File: src/rtl/tmr_pkg.sv
package tmr_pkg;
  localparam logic [2:0] MODE_NORMAL = 3'd0;
  localparam logic [2:0] MODE_DUAL   = 3'd1;
  localparam logic [2:0] MODE_CTC    = 3'd2;

  localparam int FLG_OVF = 0;

  typedef enum logic {DIR_UP = 1'b0, DIR_DOWN = 1'b1} dir_e;
endpackage

File: src/rtl/tmr_flag_bit.sv
module tmr_flag_bit (
  input  logic clk,
  input  logic rst,
  input  logic set,
  input  logic clr,
  output logic q
);
  always_ff @(posedge clk) begin
    if (rst)      q <= 1'b0;
    else if (set) q <= 1'b1;
    else if (clr) q <= 1'b0;
  end


  flag_set_wins_chk: assert property (@(posedge clk) disable iff (rst)
    set |=> q);

  flag_clear_chk: assert property (@(posedge clk) disable iff (rst)
    (clr && !set) |=> !q);
endmodule

File: src/rtl/tmr_count_unit.sv
module tmr_count_unit
  import tmr_pkg::*;
#(
  parameter int CNT_W = 8
) (
  input  logic             clk,
  input  logic             rst,
  input  logic             tick,
  input  logic [2:0]       mode,
  input  logic             wr,
  input  logic [CNT_W-1:0] wdata,
  input  logic             top_hit,
  output logic [CNT_W-1:0] cnt_q,
  output logic             wrap_evt,
  output logic             at_max,
  output logic             at_bot
);
  localparam logic [CNT_W-1:0] CMAX  = '1;
  localparam logic [CNT_W-1:0] CZERO = '0;

  dir_e             dir_q, dir_d;
  logic [CNT_W-1:0] cnt_d;
  logic             dual, ctc;

  always_comb begin
    dual     = (mode == MODE_DUAL);
    ctc      = (mode == MODE_CTC);
    cnt_d    = cnt_q;
    dir_d    = dual ? dir_q : DIR_UP;
    wrap_evt = 1'b0;
    if (wr) begin
      cnt_d = wdata;
    end else if (tick) begin
      if (dual) begin
        wrap_evt = (cnt_q == CZERO);
        if (dir_q == DIR_UP) begin
          if (cnt_q == CMAX) begin
            cnt_d = cnt_q - 1'b1;
            dir_d = DIR_DOWN;
          end else begin
            cnt_d = cnt_q + 1'b1;
          end
        end else begin
          if (cnt_q == CZERO) begin
            cnt_d = cnt_q + 1'b1;
            dir_d = DIR_UP;
          end else begin
            cnt_d = cnt_q - 1'b1;
          end
        end
      end else begin
        wrap_evt = (cnt_q == CMAX);
        if (ctc && top_hit) cnt_d = CZERO;
        else                cnt_d = cnt_q + 1'b1;
      end
    end
  end

  always_ff @(posedge clk) begin
    if (rst) begin
      cnt_q <= CZERO;
      dir_q <= DIR_UP;
    end else begin
      cnt_q <= cnt_d;
      dir_q <= dir_d;
    end
  end

  assign at_max = (cnt_q == CMAX);
  assign at_bot = (cnt_q == CZERO);


  stop_hold_chk: assert property (@(posedge clk) disable iff (rst)
    (!tick && !wr) |=> $stable(cnt_q));

  write_load_chk: assert property (@(posedge clk) disable iff (rst)
    wr |=> (cnt_q == $past(wdata)));

  normal_inc_chk: assert property (@(posedge clk) disable iff (rst)
    (tick && !wr && !dual && !ctc) |=> (cnt_q == CNT_W'($past(cnt_q) + 1'b1)));

  ctc_clear_chk: assert property (@(posedge clk) disable iff (rst)
    (tick && !wr && ctc && top_hit) |=> (cnt_q == CZERO));

  dual_top_chk: assert property (@(posedge clk) disable iff (rst)
    (tick && !wr && dual && cnt_q == CMAX) |=> (cnt_q == CMAX - 1'b1));

  dual_bottom_chk: assert property (@(posedge clk) disable iff (rst)
    (tick && !wr && dual && cnt_q == CZERO) |=> (cnt_q == CNT_W'(1)));
endmodule

File: src/rtl/tmr_cmp_chan.sv
module tmr_cmp_chan #(
  parameter int CNT_W = 8
) (
  input  logic             clk,
  input  logic             rst,
  input  logic             tick,
  input  logic [CNT_W-1:0] cnt,
  input  logic             ld,
  input  logic [CNT_W-1:0] ld_data,
  input  logic             force_stb,
  input  logic             clr,
  output logic             match,
  output logic             flag,
  output logic             wave
);
  logic [CNT_W-1:0] ocr_q;
  logic             hit;

  always_ff @(posedge clk) begin
    if (rst)     ocr_q <= '0;
    else if (ld) ocr_q <= ld_data;
  end

  assign match = (cnt == ocr_q);
  assign hit   = tick & match;

  tmr_flag_bit u_flag (
    .clk (clk),
    .rst (rst),
    .set (hit),
    .clr (clr),
    .q   (flag)
  );

  always_ff @(posedge clk) begin
    if (rst)                   wave <= 1'b0;
    else if (hit || force_stb) wave <= ~wave;
  end


  match_flag_chk: assert property (@(posedge clk) disable iff (rst)
    hit |=> flag);

  force_no_flag_chk: assert property (@(posedge clk) disable iff (rst)
    (force_stb && !hit && !flag) |=> !flag);

  force_toggle_chk: assert property (@(posedge clk) disable iff (rst)
    force_stb |=> (wave != $past(wave)));
endmodule

File: src/rtl/timer8_cmp.sv
module timer8_cmp
  import tmr_pkg::*;
#(
  parameter int CNT_W = 8,
  parameter int N_CH  = 2
) (
  input  logic             clk,
  input  logic             rst,
  input  logic [2:0]       clk_sel,
  input  logic [2:0]       wave_mode,
  input  logic             cnt_wr,
  input  logic [CNT_W-1:0] cnt_wdata,
  input  logic [N_CH-1:0]  cmp_wr,
  input  logic [CNT_W-1:0] cmp_wdata,
  input  logic [N_CH-1:0]  force_cmp,
  input  logic             flag_clr_wr,
  input  logic [N_CH:0]    flag_clr_data,
  input  logic [N_CH:0]    irq_ack,
  output logic [CNT_W-1:0] count,
  output logic [N_CH-1:0]  cmp_flag,
  output logic             ovf_flag,
  output logic             at_max,
  output logic             at_bottom,
  output logic [N_CH-1:0]  wave_out
);
  localparam int NFLG = N_CH + 1;

  logic            tick;
  logic            wrap_evt;
  logic [NFLG-1:0] clr_vec;
  logic [N_CH-1:0] cmp_match;

  assign tick    = (clk_sel != 3'd0);
  assign clr_vec = ({NFLG{flag_clr_wr}} & flag_clr_data) | irq_ack;

  tmr_count_unit #(.CNT_W(CNT_W)) u_count (
    .clk     (clk),
    .rst     (rst),
    .tick    (tick),
    .mode    (wave_mode),
    .wr      (cnt_wr),
    .wdata   (cnt_wdata),
    .top_hit (cmp_match[0]),
    .cnt_q   (count),
    .wrap_evt(wrap_evt),
    .at_max  (at_max),
    .at_bot  (at_bottom)
  );

  tmr_flag_bit u_ovf (
    .clk (clk),
    .rst (rst),
    .set (wrap_evt),
    .clr (clr_vec[FLG_OVF]),
    .q   (ovf_flag)
  );

  for (genvar i = 0; i < N_CH; i++) begin : g_ch
    tmr_cmp_chan #(.CNT_W(CNT_W)) u_ch (
      .clk      (clk),
      .rst      (rst),
      .tick     (tick),
      .cnt      (count),
      .ld       (cmp_wr[i]),
      .ld_data  (cmp_wdata),
      .force_stb(force_cmp[i]),
      .clr      (clr_vec[i+1]),
      .match    (cmp_match[i]),
      .flag     (cmp_flag[i]),
      .wave     (wave_out[i])
    );
  end


  max_to_bottom_chk: assert property (@(posedge clk) disable iff (rst)
    (tick && !cnt_wr && wave_mode == MODE_NORMAL && at_max) |=> (at_bottom && ovf_flag));

  any_match_flag_chk: assert property (@(posedge clk) disable iff (rst)
    (tick && cmp_match != '0) |=> (cmp_flag != '0));

  reset_state_chk: assert property (@(posedge clk)
    $past(rst) |-> (count == '0 && !ovf_flag && cmp_flag == '0 && wave_out == '0));
endmodule

File: config.mk
export PLATFORM = sky130hd
export DESIGN_NAME = timer8_cmp
export DESIGN_NICKNAME = d
export VERILOG_FILES = /design/src/rtl/tmr_pkg.sv /design/src/rtl/tmr_flag_bit.sv /design/src/rtl/tmr_count_unit.sv /design/src/rtl/tmr_cmp_chan.sv /design/src/rtl/timer8_cmp.sv
export SDC_FILE = /design/constraint.sdc
export NUM_CORES = 1
export LEC_CHECK = 0
export BUFFER_PORTS_ARGS = -buffer_cell sky130_fd_sc_hd__buf_2
export CAP_MARGIN = 20
export CORE_ASPECT_RATIO = 1.25
export CORE_MARGIN = 5
export CORE_UTILIZATION = 57
export DETAILED_ROUTE_END_ITERATION = 6
export PLACE_DENSITY = 0.89
export SETUP_SLACK_MARGIN = 0.1
export SLEW_MARGIN = 20
export SYNTH_ARGS = -nofsm -noshare
export SYNTH_HDL_FRONTEND = slang
export SYNTH_HIERARCHICAL = 1
export SYNTH_SLANG_ARGS = --single-unit
File: constraint.sdc
create_clock -name clk -period 4.15 [get_ports clk]
set_input_delay 0.415 -clock clk [delete_from_list [all_inputs] [get_ports clk]]
set_output_delay 0.415 -clock clk [all_outputs]
set_load 0.01 [all_outputs]
==> results_dict.tcl, run 1 <==
set metrics [dict create \
    status "finished clean" \
    num_vias 1857 \
    grt_overflow 0 \
    start_kind "flop" \
    maxCapViolations 0 \
    period_share_pct 61.20 \
    drcViolationCount 0 \
    fin_skew_ps 6.292 \
    period_minus_slack_ps 2540 \
    via_per_inst 5.990 \
    synth_edf_count 0 \
    grt_pass1_vias 1877 \
    power.density_mw_per_mm2 330.7 \
    ys_seq_elements 30 \
    start_util_pct 58.30 \
    fp.dieH_um 76.45 \
    syn_avg_cell_area_um2 8.908 \
    core_area_mm2 0.003453 \
    setup_viol_count_final 0 \
    gp_congestion 0.9076 \
    seq_area_frac_synth_pct 29.83 \
    rows 24 \
    hold_path.class "in2reg" \
    maxSlewHeadroom_pct 54.25 \
    drt_wl_total_um 5186 \
    setup_tns_ps 0 \
    synth_commonest_cells "dfxtp_1 (30), nor2_1 (24), xnor2_1 (18), mux2i_1 (16), a21oi_1 (12)" \
    path_max_fanout 15 \
    hpwl_um 3783 \
    netlist.area_leader.share_pct 29.83 \
    yosysWarnings 6 \
    ctsResizeCount 0 \
    final_util_pct 67.07 \
    netlist_area_mm2 0.002013 \
    htree_levels 2 \
    grt_max_degree 38 \
    ioPinCount 51 \
    antenna_left 0 \
    area_growth_pct 15.04 \
    critPathKind "reg2reg" \
    grt_pass1_wl_um 8749 \
    synth_most_common_cell "dfxtp_1" \
    cts.reportedPaths.clkPinSlew_ps 70 \
    hold_viol_final 0 \
    grt_usage_pct 22.03 \
    cts_tree "yes" \
    die_area_mm2 0.004828 \
    postCtsSetupBuffers 0 \
    cts_hold_buf 0 \
    synth_ff_type "dfxtp_1" \
    rr_worst_depth 7 \
    drive_gt1_share_pct 26.94 \
    worst_pin_slew_ps 686.3 \
    whs_path_depth 3 \
    crit_path_end_kind "flop" \
    async_reset_ff_share_pct 0 \
    antenna_cells 0 \
    grt_setup_unrepaired "false" \
    place_inst 302 \
    drt_iter0_drc 106 \
    clock_latency_ps 280 \
    synthCells 226 \
    final_nets 309 \
    critPathArrivalTime_ps 2680 \
    required_ps 4290 \
    synth_cell_types 52 \
    final_cells 310 \
    vdd_drop_max_v 0.0002839 \
    first_pass_iters 4 \
    synth_top_cells_by_area "dfxtp_1 (30%), mux2i_1 (8.0%), xnor2_1 (7.8%), nor2_1 (4.5%), a21oi_1 (3.0%)" \
    synth_fp_nets 265 \
    clockRootBuffer "clkbuf_8" \
    clock_sinks 30 \
    cts_buffer_depth 2 \
    numPortBuffers 50 \
    fp.dieW_um 63.16 \
    wl_per_cell_um 16.73 \
    leakage_nw 0.9322 \
    power_uw 765.8 \
    antenna_found_initial 0 \
    max_freq_mhz 393.7 \
    cts_buffers 5 \
    slew_violations 0 \
    yosysTopAreaCell "dfxtp_1" \
]
==> layout by cell type (no fill, tap or decap), drive strengths merged, types with 2 or more instances in the layout <==
| master | netlist | final |
|---|---|---|
| a211oi | 2 | 2 |
| a21o | 4 | 4 |
| a21oi | 16 | 16 |
| a311o | 2 | 2 |
| and2 | 2 | 2 |
| and4 | 3 | 3 |
| buf | 12 | 50 |
| clkbuf | 1 | 8 |
| dfxtp | 30 | 30 |
| ha | 3 | 3 |
| inv | 6 | 6 |
| mux2i | 16 | 16 |
| nand2 | 6 | 6 |
| nand2b | 9 | 9 |
| nand3 | 5 | 5 |
| nand4 | 6 | 6 |
| nor2 | 24 | 24 |
| nor3 | 7 | 7 |
| nor3b | 8 | 8 |
| nor4 | 4 | 4 |
| o211ai | 4 | 4 |
| o21a | 4 | 4 |
| o21ai | 7 | 7 |
| o32ai | 3 | 3 |
| or3 | 2 | 2 |
| or3b | 4 | 4 |
| or4b | 2 | 2 |
| or4bb | 2 | 2 |
| xnor2 | 18 | 18 |
==> where the power goes <==
| part | internal [mW] | total, mW | switching [mW] |
|---|---|---|---|
| Sequential | 0.307 | 0.336 | 0.0292 |
| Clock | 0.167 | 0.277 | 0.109 |
| Combinational | 0.0757 | 0.153 | 0.0775 |
| Total | 0.550 | 0.766 | 0.216 |
==> critical path, cell delays in order (launching register included) <==
cell	delay (ps)
dfxtp_1	690
xnor2_1	190
nand4_1	170
nor2_1	180
or4bb_2	710
o2111ai_1	170
a311o_1	230
a21oi_2	60
==> layer usage <==
metal	wire length, um	GRT usage (%)	up-vias
li1	-	-	917
met1	2054	24.03	857
met2	2730	39.94	67
met3	263	5.752	16
met4	137	7.856	0
met5	0	0	-
==> layout make-up <==
| class | instances | area, um^2 |
|---|---|---|
| multi-input cells | 177 | 1284 |
| fillers | 299 | 1137 |
| flip-flops and latches | 30 | 600.6 |
| repair buffers | 50 | 250.2 |
| clock buffers | 8 | 110.1 |
| well taps | 39 | 48.80 |
| inverters | 6 | 22.52 |
==> cells by family (layout without fill, tap and decap cells) <==
kind of cell               after synthesis  in the layout  synth area share, %
xor gates and xnor gates                18             18                7.831
muxes                                   16             16                7.955
buffers and inverters                   19             64                6.401
adders and majority gates                3              3                1.865
and+or+nand+nor                         90             90                27.35
DFF                                     30             30                29.83
AOI/OAI and AO/OA                       50             50                18.77
==> per-stage QoR <==
step	cell area, um^2	hold slack, ps	setup slack (ps)
2_1_floorplan	2013	477.4	1898
3_3_place_gp	2206	475.4	1766
3_5_place_dp	2206	479.7	1670
4_1_cts	2316	370.1	1654
5_1_grt	2316	396.3	1477
6_report	2316	373.1	1610
==> state kept, by name, indices dropped and copies added, names as in the netlist <==
register,count
g_ch.u_ch/ocr_q,16
g_ch.u_ch/u_flag/q,2
g_ch.u_ch/wave,2
u_count/cnt_q,8
u_count/dir_q,1
u_ovf/q,1
==> worst paths after layout <==
path / from / to / slack [ps]
worst min register to register: g_ch[0].u_ch/u_flag/q / g_ch[0].u_ch/u_flag/q / 490
worst max-delay path: u_count/cnt_q[5] / u_count/cnt_q[6] / 1610
worst min-delay path: cnt_wdata[0] / u_count/cnt_q[0] / 370
worst max register to register: u_count/cnt_q[5] / u_count/cnt_q[6] / 1610
Note: power is estimated with default switching activity, not from simulation.
==> run 2, diff against run 1 <==
--- a/config.mk
+++ b/config.mk
@@ -9,9 +9,9 @@
 export CAP_MARGIN = 20
 export CORE_ASPECT_RATIO = 1.25
 export CORE_MARGIN = 5
-export CORE_UTILIZATION = 57
+export CORE_UTILIZATION = 48
 export DETAILED_ROUTE_END_ITERATION = 6
-export PLACE_DENSITY = 0.89
+export PLACE_DENSITY = 0.8
 export SETUP_SLACK_MARGIN = 0.1
 export SLEW_MARGIN = 20
 export SYNTH_ARGS = -nofsm -noshare
==> constraint.sdc (replaced) <==
create_clock -name clk -period 2.3 [get_ports clk]
set_input_delay 0.23 -clock clk [delete_from_list [all_inputs] [get_ports clk]]
set_output_delay 0.23 -clock clk [all_outputs]
set_load 0.01 [all_outputs]
==> results_dict.tcl, run 2 (synthesis results as in run 1) <==
set metrics [dict create \
    status "finished clean" \
    period_minus_slack_ps 2149 \
    required_ps 2490 \
    largest_reg_flops 16 \
    vdd_drop_max_v 0.0002614 \
    setup_tns_ps 0 \
    rrSetupSlack_ps 150 \
    combPwrFrac_pct 24.1 \
    gp_congestion 0.8319 \
    r2r-end "u_count/cnt_q[3]" \
    drcViolationCount 0 \
    power.density_mw_per_mm2 541.9 \
    final_cells 343 \
    area_growth_pct 22.93 \
    fin_skew_ps 2.019 \
    clockRootBuffer "clkbuf_8" \
    path_max_fanout 8 \
    numPortBuffers 50 \
    die_area_mm2 0.005597 \
    layout_commonest_cell "buf_2" \
    cts_buffer_depth 2 \
    rr_worst_depth 7 \
    drt_iter0_drc 113 \
    via_per_inst 5.650 \
    clock_latency_ps 280 \
    core_area_mm2 0.004066 \
    ioPinCount 51 \
    drt_wl_total_um 5043 \
    critPathKind "reg2reg" \
    power_frac_seq_pct 43.7 \
    regMostFlops "g_ch.u_ch/ocr_q" \
    hpwl_um 3762 \
    holdPathEnd "u_count/cnt_q[0]" \
    wl_per_cell_um 14.70 \
    hp-start "cnt_wdata[0]" \
    final_nets 325 \
    fp.dieW_um 67.93 \
    crit_path_end_kind "flop" \
    cts_hold_buf 0 \
    setup_viol_count_final 0 \
    top_regs "g_ch.u_ch/ocr_q x16, u_count/cnt_q x8" \
    fp.dieH_um 82.41 \
    whs_path_depth 3 \
    period_share_pct 93.45 \
    worst_pin_slew_ps 698.4 \
    switchingPower_uw 389.0 \
    p_sw_share_pct 29.00 \
    place_inst 333 \
    antenna_left 0 \
    cts_buffers 5 \
    slew_violations 0 \
    num_vias 1938 \
    drive_gt1_share_pct 33.80 \
    antenna_cells 0 \
    grt_pass1_wl_um 7872 \
    reg2reg_from "u_count/cnt_q[0]" \
    start_kind "flop" \
    hold_viol_final 0 \
    leakage_nw 1.010 \
    clock_sinks 30 \
    rows 26 \
    hold_path.class "in2reg" \
    critPathArrivalTime_ps 2340 \
    maxCapViolations 0 \
    start_util_pct 49.51 \
    max_freq_mhz 465.2 \
    antenna_found_initial 0 \
    slowest_delay_ps 380 \
    hold_ws_ps 176.4 \
    p_int_uw 952.2 \
    p_clk_share_pct 32.2 \
    path_cells "buf_4 > ha_1 > and4_4 > a41o_2 > a2111oi_4 > nor3_1 > o32ai_1" \
    grt_setup_unrepaired "true" \
    grt_max_degree 38 \
    cts.reportedPaths.clkPinSlew_ps 60 \
    layout_common_cells "buf_2 (50), dfxtp_1 (28), nor2_1 (24), xnor2_1 (18)" \
    grt_overflow 0 \
    maxSlewHeadroom_pct 53.44 \
    cts_tree "yes" \
    grt_pass1_vias 1734 \
    first_pass_iters 4 \
    grt_usage_pct 18.68 \
    final_util_pct 60.86 \
    htree_levels 2 \
    critPathSlowestCell "a2111oi_4" \
]
## run 2: power by group through the flow
stage | clock (mW) | combinational (mW) | sequential [mW]
6_report | 0.432 | 0.323 | 0.586
5_1_grt | 0.472 | 0.355 | 0.591
4_1_cts | 0.444 | 0.317 | 0.585
3_5_place_dp | 0 | 0.315 | 0.596
3_3_place_gp | 0 | 0.311 | 0.594
2_1_floorplan | 0 | 0.205 | 0.604
## run 2: worst max path at each step
stage	from	to	slack, ps
after CTS	u_count/cnt_q[0]	u_count/cnt_q[4]	130
after global placement	u_count/cnt_q[1]	u_count/cnt_q[6]	90
final	u_count/cnt_q[0]	u_count/cnt_q[3]	150
after floorplan	u_count/cnt_q[2]	u_count/cnt_q[6]	110
after global routing	u_count/cnt_q[0]	u_count/cnt_q[5]	70
after detailed placement	u_count/cnt_q[1]	u_count/cnt_q[6]	40
## run 2: area by class of cell
class / count / area [um^2]
clock buffer: 7 / 86.33
clock inverter: 1 / 5.005
fill: 375 / 1592
inverter: 6 / 27.53
multi-input combinational: 177 / 1308
sequential: 30 / 608.1
tap: 56 / 70.07
timing repair buffer: 66 / 370.4
## run 2: per-layer routing
metal,share of wire (%),routed length (um),vias to the layer above,track usage [%]
li1,-,-,952,-
met1,41,2070,910,22.22
met2,50,2536,64,31.92
met3,6.4,321,12,3.924
met4,2.3,114,0,8.151
met5,0,0,-,0
## run 2: through the flow
| stage | worst slack [ps] | power [mW] | area (um^2) |
|---|---|---|---|
| 6_report | 150.6 | 1.341 | 2475 |
| 2_1_floorplan | 113.0 | 0.8087 | 2014 |
| 4_1_cts | 134.7 | 1.347 | 2429 |
| 3_3_place_gp | 90.34 | 0.9051 | 2333 |
| 5_1_grt | 71.88 | 1.418 | 2475 |
| 3_5_place_dp | 36.71 | 0.9113 | 2333 |
## run 2: worst max-delay path: cells and delay by family (launching register included)
family / cells / cell delay, ps
flops: 1 / 370
compound gates: 3 / 980
buf+inv: 1 / 150
fa+ha+maj: 1 / 240
simple gates: 2 / 320
## run 2: timing repair
| action | CTS | global route |
|---|---|---|
| resized for setup | 2 | 10 |
| gates cloned | 0 | 0 |
| pin swaps | 1 | 2 |
| buffers inserted | 0 | 2 |
| setup endpoints to repair | 5 | 5 |
==> run 3, diff against run 2 <==
--- a/config.mk
+++ b/config.mk
@@ -12,6 +12,7 @@
 export CORE_UTILIZATION = 48
 export DETAILED_ROUTE_END_ITERATION = 6
 export PLACE_DENSITY = 0.8
+export REMOVE_ABC_BUFFERS = 1
 export SETUP_SLACK_MARGIN = 0.1
 export SLEW_MARGIN = 20
 export SYNTH_ARGS = -nofsm -noshare
==> results_dict.tcl, run 3 (synthesis results as in run 1) <==
set metrics [dict create \
    status "finished clean" \
    start_kind "flop" \
    ioPinCount 51 \
    required_ps 2460 \
    max_freq_mhz 455.6 \
    gp_congestion 0.9820 \
    regMostFlops "g_ch.u_ch/ocr_q" \
    drive_gt1_share_pct 36.55 \
    vdd_drop_max_v 0.0003721 \
    grt_setup_unrepaired "true" \
    clock_latency_ps 280 \
    area_growth_pct 25.30 \
    rows 26 \
    antenna_left 0 \
    first_pass_iters 5 \
    cts_tree "yes" \
    path_max_fanout 5 \
    fin_skew_ps 6.901 \
    period_share_pct 95.43 \
    clockRootBuffer "clkbuf_8" \
    grt_pass1_wl_um 8887 \
    hold_path.class "in2reg" \
    grt_overflow 0 \
    period_minus_slack_ps 2195 \
    fp.dieW_um 67.93 \
    numPortBuffers 50 \
    layout_commonest_cell "buf_2" \
    hold_viol_final 0 \
    drt_iter0_drc 214 \
    power.density_mw_per_mm2 549.1 \
    dp_slack_ps 58.67 \
    layout_common_cells "buf_2 (49), dfxtp_1 (24), nor2_1 (23), xnor2_1 (18), buf_4 (18)" \
    cts_buffers 5 \
    setup_viol_count_final 0 \
    htree_levels 2 \
    die_area_mm2 0.005597 \
    final_nets 328 \
    drt_wl_total_um 5595 \
    core_area_mm2 0.004066 \
    top_regs "g_ch.u_ch/ocr_q x16, u_count/cnt_q x8" \
    grt_pass1_vias 1903 \
    grt_max_degree 21 \
    cts_buffer_depth 2 \
    start_util_pct 49.51 \
    largest_reg_flops 16 \
    leakage_nw 1.026 \
    drcViolationCount 0 \
    cts_hold_buf 0 \
    antenna_cells 0 \
    rrSetupSlack_ps 110 \
    wl_per_cell_um 16.17 \
    cts.reportedPaths.clkPinSlew_ps 70 \
    worst_pin_slew_ps 534.4 \
    grt_usage_pct 21.12 \
    clock_sinks 30 \
    via_per_inst 5.835 \
    slew_violations 0 \
    maxSlewHeadroom_pct 64.37 \
    hpwl_um 4059 \
    maxCapViolations 0 \
    crit_path_end_kind "flop" \
    fp.dieH_um 82.41 \
    num_vias 2019 \
    antenna_found_initial 0 \
    critPathKind "reg2reg" \
    critPathArrivalTime_ps 2360 \
    setup_slack_ps 105.1 \
    final_util_pct 62.03 \
]
run 3: area by class of cell:
cell class | count | area [um^2]
fill | 355 | 1544
inverter | 6 | 22.52
clock inverter | 2 | 12.51
sequential | 30 | 610.6
timing repair buffer | 69 | 411.6
tap | 56 | 70.07
clock buffer | 6 | 82.58
multi-input combinational | 177 | 1313
run 3: where the power goes:
group / internal, mW / switching (mW) / leakage, nW
clock: 0.240 / 0.204 / 0.0472
combinational: 0.175 / 0.179 / 0.729
sequential: 0.554 / 0.0332 / 0.250
total: 0.969 / 0.416 / 1.03
run 3: path summary, 6_finish.rpt:
path,startpoint,endpoint,cells after the start
worst min-delay path,cnt_wdata[1],u_count/cnt_q[1],3
worst max-delay path,u_count/cnt_q[3],u_count/cnt_q[6],7
worst max register to register,u_count/cnt_q[3],u_count/cnt_q[6],7
worst min register to register,u_ovf/q,u_ovf/q,2
run 3: per-stage QoR:
stage / setup TNS [ps] / cells / power [mW] / hold WS [ps] / instance area, um^2
detailed placement: 0 / 336 / 0.9238 / 474.5 / 2355
CTS: 0 / 344 / 1.365 / 188.0 / 2451
floorplan: 0 / 213 / 0.7770 / 292.4 / 1907
finish: 0 / 346 / 1.385 / 199.3 / 2522
global route: -16.83 / 346 / 1.453 / 189.9 / 2522
global placement: 0 / 336 / 0.9152 / 469.5 / 2355
run 3: metal layers:
metal	vias to the layer above	track usage, %	part of all wire (%)
li1	962	-	-
met1	940	24.50	38
met2	89	36.16	51
met3	28	4.736	6.9
met4	0	10.14	4.5
met5	-	0	0
run 3: critical path, stage by stage (launching register included):
cell and delay, ps:
dfxtp_1 400, xnor2_1 150, nand4_1 220, nor2_2 190, or4bb_2 700, o2111ai_1 160, a311o_1 210, a21oi_2 50
run 3: what timing repair did:
item,CTS,global route
setup buffers,0,2
resized for setup,2,18
setup endpoints to repair,2,9
pin swaps,1,6
